==> config.mk <==
export PLATFORM = sky130hd
export DESIGN_NAME = rxTrigFifo
export DESIGN_NICKNAME = d
export VERILOG_FILES = /design/src/rtl/rxq_pkg.sv /design/src/rtl/rxq_ctrl.sv /design/src/rtl/rxq_data.sv /design/src/rtl/rxTrigFifo.sv
export SDC_FILE = /design/constraint.sdc
export NUM_CORES = 1
export LEC_CHECK = 0
export BUFFER_PORTS_ARGS = -buffer_cell sky130_fd_sc_hd__clkbuf_2
export CORE_ASPECT_RATIO = 1.2
export CORE_MARGIN = 2
export CORE_UTILIZATION = 62
export CTS_BUF_LIST = sky130_fd_sc_hd__clkbuf_8 sky130_fd_sc_hd__clkbuf_16
export CTS_CLUSTER_DIAMETER = 30
export CTS_CLUSTER_SIZE = 8
export DETAILED_ROUTE_END_ITERATION = 8
export HOLD_SLACK_MARGIN = 0.12
export PLACE_DENSITY = 0.8
export SYNTH_ARGS = -nofsm -noshare
export SYNTH_HDL_FRONTEND = slang
export SYNTH_SLANG_ARGS = --single-unit
==> constraint.sdc <==
create_clock -name clk -period 5.25 [get_ports clk]
set_input_delay 1.3125 -clock clk [delete_from_list [all_inputs] [get_ports clk]]
set_output_delay 1.3125 -clock clk [all_outputs]
set_load 0.1 [all_outputs]
==> src/rtl/rxq_pkg.sv <==
package rxq_pkg;
  // Qualified per-cycle actions from control to datapath
  typedef struct packed {
    logic push;
    logic pop;
    logic clear;
  } rxqStb_t;
endpackage

==> src/rtl/rxq_ctrl.sv <==
module rxq_ctrl
  import rxq_pkg::*;
#(
  parameter int DEPTH = 16,
  parameter int LVL0  = 1,
  parameter int LVL1  = 4,
  parameter int LVL2  = 8,
  parameter int LVL3  = 14,
  localparam int CW   = $clog2(DEPTH) + 1
) (
  input  logic          clk,
  input  logic          rstN,
  input  logic          byteValid,
  input  logic          rxEnable,
  input  logic          popStb,
  input  logic          fifoClr,
  input  logic [1:0]    trigSel,
  input  logic          irqEnable,
  output rxqStb_t       stb,
  output logic [CW-1:0] count,
  output logic          dataFull,
  output logic          rxIrq
);
  logic [CW-1:0] trigLevel;
  logic [CW-1:0] cntNext;
  logic          flagNext;
  logic          notFull;
  logic          notEmpty;

  always_comb begin
    case (trigSel)
      2'b00:   trigLevel = CW'(LVL0);
      2'b01:   trigLevel = CW'(LVL1);
      2'b10:   trigLevel = CW'(LVL2);
      default: trigLevel = CW'(LVL3);
    endcase
  end

  assign notFull  = (count != CW'(DEPTH));
  assign notEmpty = (count != '0);

  always_comb begin
    stb.clear = fifoClr;
    stb.push  = byteValid && rxEnable && notFull && !fifoClr;
    stb.pop   = popStb && notEmpty && !fifoClr;
  end

  always_comb begin
    if (stb.clear) begin
      cntNext = '0;
    end else begin
      case ({stb.push, stb.pop})
        2'b10:   cntNext = count + CW'(1);
        2'b01:   cntNext = count - CW'(1);
        default: cntNext = count;
      endcase
    end
  end

  always_comb begin
    if (stb.clear)                              flagNext = 1'b0;
    else if (stb.push && cntNext >= trigLevel)  flagNext = 1'b1;
    else if (stb.pop && cntNext < trigLevel)    flagNext = 1'b0;
    else                                        flagNext = dataFull;
  end

  always_ff @(posedge clk or negedge rstN) begin
    if (!rstN) begin
      count    <= '0;
      dataFull <= 1'b0;
    end else begin
      count    <= cntNext;
      dataFull <= flagNext;
    end
  end

  assign rxIrq = dataFull & irqEnable;

  AST_NO_OVERFLOW: assert property (@(posedge clk) disable iff (!rstN)
    count <= CW'(DEPTH));
  AST_FULL_DROP: assert property (@(posedge clk) disable iff (!rstN)
    (count == CW'(DEPTH) && !popStb && !fifoClr) |=> count == CW'(DEPTH));
  AST_CLEAR_EMPTIES: assert property (@(posedge clk) disable iff (!rstN)
    fifoClr |=> (count == '0 && !dataFull));
  AST_FLAG_HAS_DATA: assert property (@(posedge clk) disable iff (!rstN)
    dataFull |-> count != '0);
  AST_RX_OFF_NO_GROW: assert property (@(posedge clk) disable iff (!rstN)
    !rxEnable |=> count <= $past(count));
  AST_PUSH_POP_KEEP: assert property (@(posedge clk) disable iff (!rstN)
    (stb.push && stb.pop) |=> count == $past(count));
endmodule

==> src/rtl/rxq_data.sv <==
module rxq_data
  import rxq_pkg::*;
#(
  parameter int DEPTH = 16,
  parameter int WIDTH = 8,
  localparam int PW   = $clog2(DEPTH)
) (
  input  logic             clk,
  input  logic             rstN,
  input  rxqStb_t          stb,
  input  logic [WIDTH-1:0] byteIn,
  output logic [WIDTH-1:0] popData
);
  logic [WIDTH-1:0] mem [DEPTH];
  logic [PW-1:0]    wrPtr;
  logic [PW-1:0]    rdPtr;

  function automatic logic [PW-1:0] bump(input logic [PW-1:0] p);
    return (p == PW'(DEPTH - 1)) ? '0 : p + PW'(1);
  endfunction

  always_ff @(posedge clk or negedge rstN) begin
    if (!rstN) begin
      wrPtr <= '0;
      rdPtr <= '0;
    end else if (stb.clear) begin
      wrPtr <= '0;
      rdPtr <= '0;
    end else begin
      if (stb.push) wrPtr <= bump(wrPtr);
      if (stb.pop)  rdPtr <= bump(rdPtr);
    end
  end

  for (genvar i = 0; i < DEPTH; i++) begin : g_slot
    always_ff @(posedge clk or negedge rstN) begin
      if (!rstN)                               mem[i] <= '0;
      else if (stb.clear)                      mem[i] <= '0;
      else if (stb.push && wrPtr == PW'(i))    mem[i] <= byteIn;
    end
  end

  assign popData = stb.pop ? mem[rdPtr] : '0;

  AST_RD_WRAP: assert property (@(posedge clk) disable iff (!rstN)
    (stb.pop && !stb.clear && rdPtr == PW'(DEPTH - 1)) |=> rdPtr == '0);
  AST_WR_STEP: assert property (@(posedge clk) disable iff (!rstN)
    (stb.push && !stb.clear) |=> wrPtr != $past(wrPtr));
endmodule

==> src/rtl/rxTrigFifo.sv <==
module rxTrigFifo
  import rxq_pkg::*;
#(
  parameter int DEPTH = 16,
  parameter int WIDTH = 8,
  localparam int CW   = $clog2(DEPTH) + 1
) (
  input  logic             clk,
  input  logic             rstN,
  input  logic             byteValid,
  input  logic [WIDTH-1:0] byteIn,
  input  logic             popStb,
  output logic [WIDTH-1:0] popData,
  input  logic [1:0]       trigSel,
  input  logic             fifoClr,
  input  logic             rxEnable,
  input  logic             irqEnable,
  output logic [CW-1:0]    fillCount,
  output logic             dataFull,
  output logic             rxIrq
);
  rxqStb_t stb;

  rxq_ctrl #(.DEPTH(DEPTH)) uCtrl (
    .clk(clk), .rstN(rstN), .byteValid(byteValid), .rxEnable(rxEnable),
    .popStb(popStb), .fifoClr(fifoClr), .trigSel(trigSel),
    .irqEnable(irqEnable), .stb(stb), .count(fillCount),
    .dataFull(dataFull), .rxIrq(rxIrq)
  );

  rxq_data #(.DEPTH(DEPTH), .WIDTH(WIDTH)) uData (
    .clk(clk), .rstN(rstN), .stb(stb), .byteIn(byteIn), .popData(popData)
  );
endmodule

After elaboration in Yosys (flattened, before gate mapping)
Index checks and enable logic that the tools add are counted.
Storage, ports and cells
  word-level logic and storage cells: 144
  output and inout port bits: 15
  register bits after elaboration: 142
  bits of input ports: 17
Operators by class
  order comparisons: 3
  multiplexer cells: 48
  reductions and logical operators: 46
  bitwise operators: 2
  add/subtract/negate cells: 4
  equality and inequality tests: 21
Operator list (number)
  $mux 8: 35
  $eq 4x4->1 const B: 9
  $reduce_bool 2->1: 18
  $bmux 8 s4: 1
  $mux 4: 6
  $logic_and 1x1->1: 23
  $eq 4x3->1 const B: 4
  $pmux 4 s3: 1
  $pmux 5 s2: 1
  $add 4x1->4 const B: 2
  $eq 4x2->1 const B: 2
  $add 5x1->5 const B: 1
  $ge 5x4->1: 1
  $ge 5x5->1 const B: 1
  $lt 5x4->1: 1
  $mux 5: 1
  $ne 5x5->1 const B: 1
  $not 4->5: 1
  $reduce_bool 5->1: 1
  $sub 5x1->5 const B: 1
  $eq 2x1->1 const B: 2
  $eq 2x2->1 const B: 2
  $eq 4x1->1 const B: 1
  $logic_not 4->1: 1
  5 further kinds: 7

Logic depth before layout (Yosys ltp)
  depth in word-level cells: 11
  mapped depth: 18
  gate-level depth less buffers: 16

Hierarchy
A second synthesis with hierarchy kept.
Unflattened totals
  cell total of the unflattened synthesis: 781
  area, all modules: 7479.7 sq um
Modules (own cells, without submodules)
  rxq_data: seq. area each 3403.3 sq um, area each 6899.1 sq um, instances 1, cells an instance 710
  rxq_ctrl: seq. area each 150.1 sq um, area each 580.6 sq um, instances 1, cells an instance 71

Least setup slack after synthesis
OpenSTA, ideal clock, no wires.
  kind: register to output
  start point: register uCtrl.count[4]
  end point: output port popData[0]
  required time: 3.938 ns
  path slack: -0.392 ns
  data arrival time: 4.329 ns
  stages on the path, launching flop included: 7
  cells stage by stage: dfrtp_1 clkbuf_8 buf_4 o21ai_1 or2_2 buf_2 a211oi_1
Between the ends
  word-level cells in the longest chain between the ends: 4
Ends and longest elaborated chain
  start, declared: RTL line rxq_ctrl.sv:20  | output logic [CW-1:0] count,
  start signal, assigned: RTL line rxq_ctrl.sv:72  | count <= cntNext;
  $reduce_bool 5->1: RTL line rxq_ctrl.sv:40  | assign notEmpty = (count != '0);
  $logic_and 1x1->1 (2 in a row): RTL line rxq_ctrl.sv:45  | stb.pop = popStb && notEmpty && !fifoClr;
  $mux 8: RTL line rxq_data.sv:43  | assign popData = stb.pop ? mem[rdPtr] : '0;
  end, declared: RTL line rxTrigFifo.sv:13  | output logic [WIDTH-1:0] popData,
No other way between the ends.

Final worst setup path
  start point: register uData.rdPtr[1]
  end point: output port popData[2]
Between the ends
  word-level cells in the longest chain between the ends: 5
Ends and longest elaborated chain
  start, declared: RTL line rxq_data.sv:16  | logic [PW-1:0] rdPtr;
  start signal, assigned: RTL line rxq_data.sv:31  | if (stb.pop) rdPtr <= bump(rdPtr);
  $not 4->5 (implied by the code): RTL line rxq_data.sv:43
  $bmux 8 s4: RTL line rxq_data.sv:43
  $mux 8 (implied by the code) (2 in a row): RTL line rxq_data.sv:43
  $mux 8: RTL line rxq_data.sv:43
No other way between the ends. The select of a mux whose other input is x is not followed.

==> metrics.csv <==
stage,metric,value,unit
clock_network,clock latency on the worst-skew pair,420,ps
yosys,syn avg cell area,12.1,um^2
finish,Nets,669,
yosys,synthesized area,7620,um^2
yosys,most frequent cell after synthesis,dfrtp_1,
global_route,vias in the first global route,5264,
drt,via count,5062,
global_route,pin count of the biggest net entering global routing,111,
sta,min cycle time layout,4490,ps
drt,DR pass1 iterations,7,
sta,Final setup violation count,0,
drt,vias per cell,6.22,
critical_path,Critical Path End Type,output port,
sta,Fmax,223,MHz
yosys,sequential fraction of the synthesis area,46.7,%
sta,hold_ws,519,ps
power,Tot Pwr,0.00252,W
floorplan,die height,125,um
floorplan,Ports,32,
yosys,synth warn,0,
power,Clock power frac,47.9,%
clock_network,postcts setup bufs,0,
floorplan,die span in x,105,um
finish,Fillers,801,
yosys,dominant cell type by area after synthesis,dfrtp_1,
critical_path,Reg2Reg Setup Slack,930,ps
yosys,asr flop ratio synth,100,%
finish,ant diodes,0,
clock_network,cts hold-fix bufs,0,
placed_design,DP Wirelength,10800,um
sta,Rel. slew slack,20.5,%
power,sw frac,24.8,%
yosys,synthesis-stage register bit count,142,
sta,crit share post-route,85.5,%
critical_path,critical path arrival,3180,ps
critical_path,critical path start-end classification,reg2out,
global_route,first-pass GRT wire length,28500,um
drt,Routed Antenna Nets,0,
critical_path,CP Max Fanout,23,
critical_path,Reg2Reg Depth,16,
yosys,Yosys top cell area share,46.7,%
power,internal power,0.00190,W
clock_network,Post-CTS Resized,0,
job,Max Cap Viol,0,
worst_hold_path,worst hold path type,reg2reg,
drt,drt total wl,17500,um
critical_path,R2R Path Start,uCtrl.count[2]$_DFF_PN0_,
sta,worst slew pin tran,1190,ps
yosys,Synth Instances,629,
floorplan,die area,13200,um^2
finish,layout cells sized above 1,19.3,%
critical_path,FF-to-FF End,uCtrl.dataFull$_DFFE_PN0P_,
floorplan,core area,12100,um^2
sta,RSZ-0062 raised after global routing,false,
yosys,synth unique cells,49,
clock_network,clock slew at reported path FFs,60,ps
yosys,"Top FF cell, synth",dfrtp_1,
floorplan,Starting Density,63.2,%
sta,Post-Route Skew,6.52,ps
clock_network,deepest clock path buffer count,2,
clock_network,clock sink count,142,
finish,area delta synth->final,10.4,%
worst_hold_path,Min-Delay Endpoint,uData.mem[10]$_DFFE_PN0P_,
power,Pwr per Cell Area,300,nW/um^2
run_status,status,completed,
power,Pleak,3.36,nW
clock_network,CTS tree,done,
global_route,initial antenna violation count,0,
clock_network,root buf cell,clkbuf_16,
worst_hold_path,WHS Path Cells,2,
placed_design,GP Congestion,0.897,
power,Max VDD drop,0.000205,V
worst_hold_path,hold wc startpoint,uData.mem[10]$_DFFE_PN0P_,
sta,count of final hold-check violations,0,
sta,"Slew Viols, Final",0,
critical_path,CP required,3940,ps
drt,average wire per standard cell,21.4,um
yosys,Post-Syn Nets,658,
placed_design,IO buf count,31,
yosys,"top cells by area, synth","dfrtp_1 47%, mux2i_1 18%, mux4_2 9.5%",
power,Seq pwr share,44.4,%
clock_network,CTS buffer count,17,
yosys,number of synthesized flops with an enable pin,0,
drt,1st-iter DRT viols,444,
clock_network,H-tree Lvls,4,
critical_path,Startpoint Class,flip-flop,
power,Psw,0.000627,W
yosys,synth cell count leaders,"142 x dfrtp_1, 140 x mux2i_1, 139 x nor2_1",
floorplan,FP Rows,44,
power,combinational power share,7.7,%
drt,DRC,0,
global_route,grt ovf,0,
global_route,GRT Total Usage,28.0,%
[power groups by stage]
stage	Clock [W]	Combinational, W	Sequential, W
finish	0.00121	0.000195	0.00112
global route	0.00127	0.000212	0.00112
CTS	0.00122	0.000197	0.00112
detailed placement	0	0.000195	0.00114
global placement	0	0.000189	0.00114
floorplan	0	0.000132	0.00114
[cell type report]
type | count | area (um^2) | share of cell area (%)
Timing Repair Buffer | 41 | 239 | 2.84
Tap cell | 161 | 201 | 2.40
Clock inverter | 12 | 135 | 1.61
Clock buffer | 20 | 467 | 5.55
Sequential cell | 142 | 3550 | 42.3
Multi-Input combinational cell | 428 | 3770 | 44.9
Inverter | 10 | 37.5 | 0.447
[kinds of logic after synthesis]
| family | count (synthesis) | synth area share, % |
|---|---|---|
| buf+inv | 59 | 3.83 |
| flops | 142 | 46.7 |
| xor+xnor | 6 | 0.690 |
| fa+ha+maj | 12 | 1.97 |
| simple gates | 179 | 10.0 |
| mux | 173 | 28.0 |
| compound gates | 58 | 8.84 |
[cell usage in the layout, fill, tap and decap left out, types with 3 or more instances in the layout]
cell,Yosys,layout
clkbuf_2,0,29
a21oi_1,8,8
nand2_1,10,10
mux4_2,32,32
clkinvlp_4,0,6
nand3_1,5,5
nand2b_1,4,4
ha_1,12,12
mux2i_1,140,140
buf_4,4,11
a2111oi_4,8,8
nor2_1,139,139
clkbuf_8,2,3
a211oi_4,8,8
xnor2_1,4,4
dfrtp_1,142,141
o21ai_0,3,3
a211oi_1,17,17
clkbuf_16,0,17
nor2b_1,10,10
inv_1,9,10
[registers in the layout, indices dropped and copies added (netlist names)]
register        count
uCtrl.dataFull      1
uData.rdPtr         4
uCtrl.count         5
uData.mem         128
uData.wrPtr         4
[metal layers]
metal  share of wire, %  track usage (%)  wire, um  vias up
li1                   -                -         -     2252
met3                5.0             5.68       879       37
met4                2.7             10.6       467        0
met5                  0                0         0        -
met2                 49             44.2      8610      166
met1                 43             38.9      7510     2607
[worst max path at each step]
| stage | startpoint | end | cells past startpoint |
|---|---|---|---|
| 3_3_place_gp | popStb | uCtrl.dataFull$_DFFE_PN0P_ | 16 |
| 3_5_place_dp | popStb | uCtrl.dataFull$_DFFE_PN0P_ | 16 |
| 4_1_cts | uData.rdPtr[1]$_DFFE_PN0P_ | popData[4] | 5 |
| 5_1_grt | uData.rdPtr[1]$_DFFE_PN0P_ | popData[4] | 5 |
| 2_1_floorplan | uCtrl.count[4]$_DFF_PN0_ | popData[0] | 6 |
| 6_report | uData.rdPtr[1]$_DFFE_PN0P_ | popData[2] | 5 |
[metrics by stage]
stage | utilization [%] | TNS, ps | instances | instance area (um^2) | setup slack, ps
floorplan | - | -3130 | 629 | 7620 | -392
CTS | 69.7 | 0 | 814 | 8410 | 862
global placement | 64.7 | 0 | 782 | 7800 | 932
global route | 69.7 | 0 | 814 | 8410 | 697
finish | 69.7 | 0 | 814 | 8410 | 762
detailed placement | 64.7 | 0 | 782 | 7800 | 764
[worst max-delay path, stage by stage (launching register included)]
cell and delay, ps:
dfrtp_1 1070, mux4_2 410, nor2b_1 170, a211oi_1 550
a211oi_1 120, clkbuf_2 410
No activity file was read; power rests on OpenSTA's default activity.
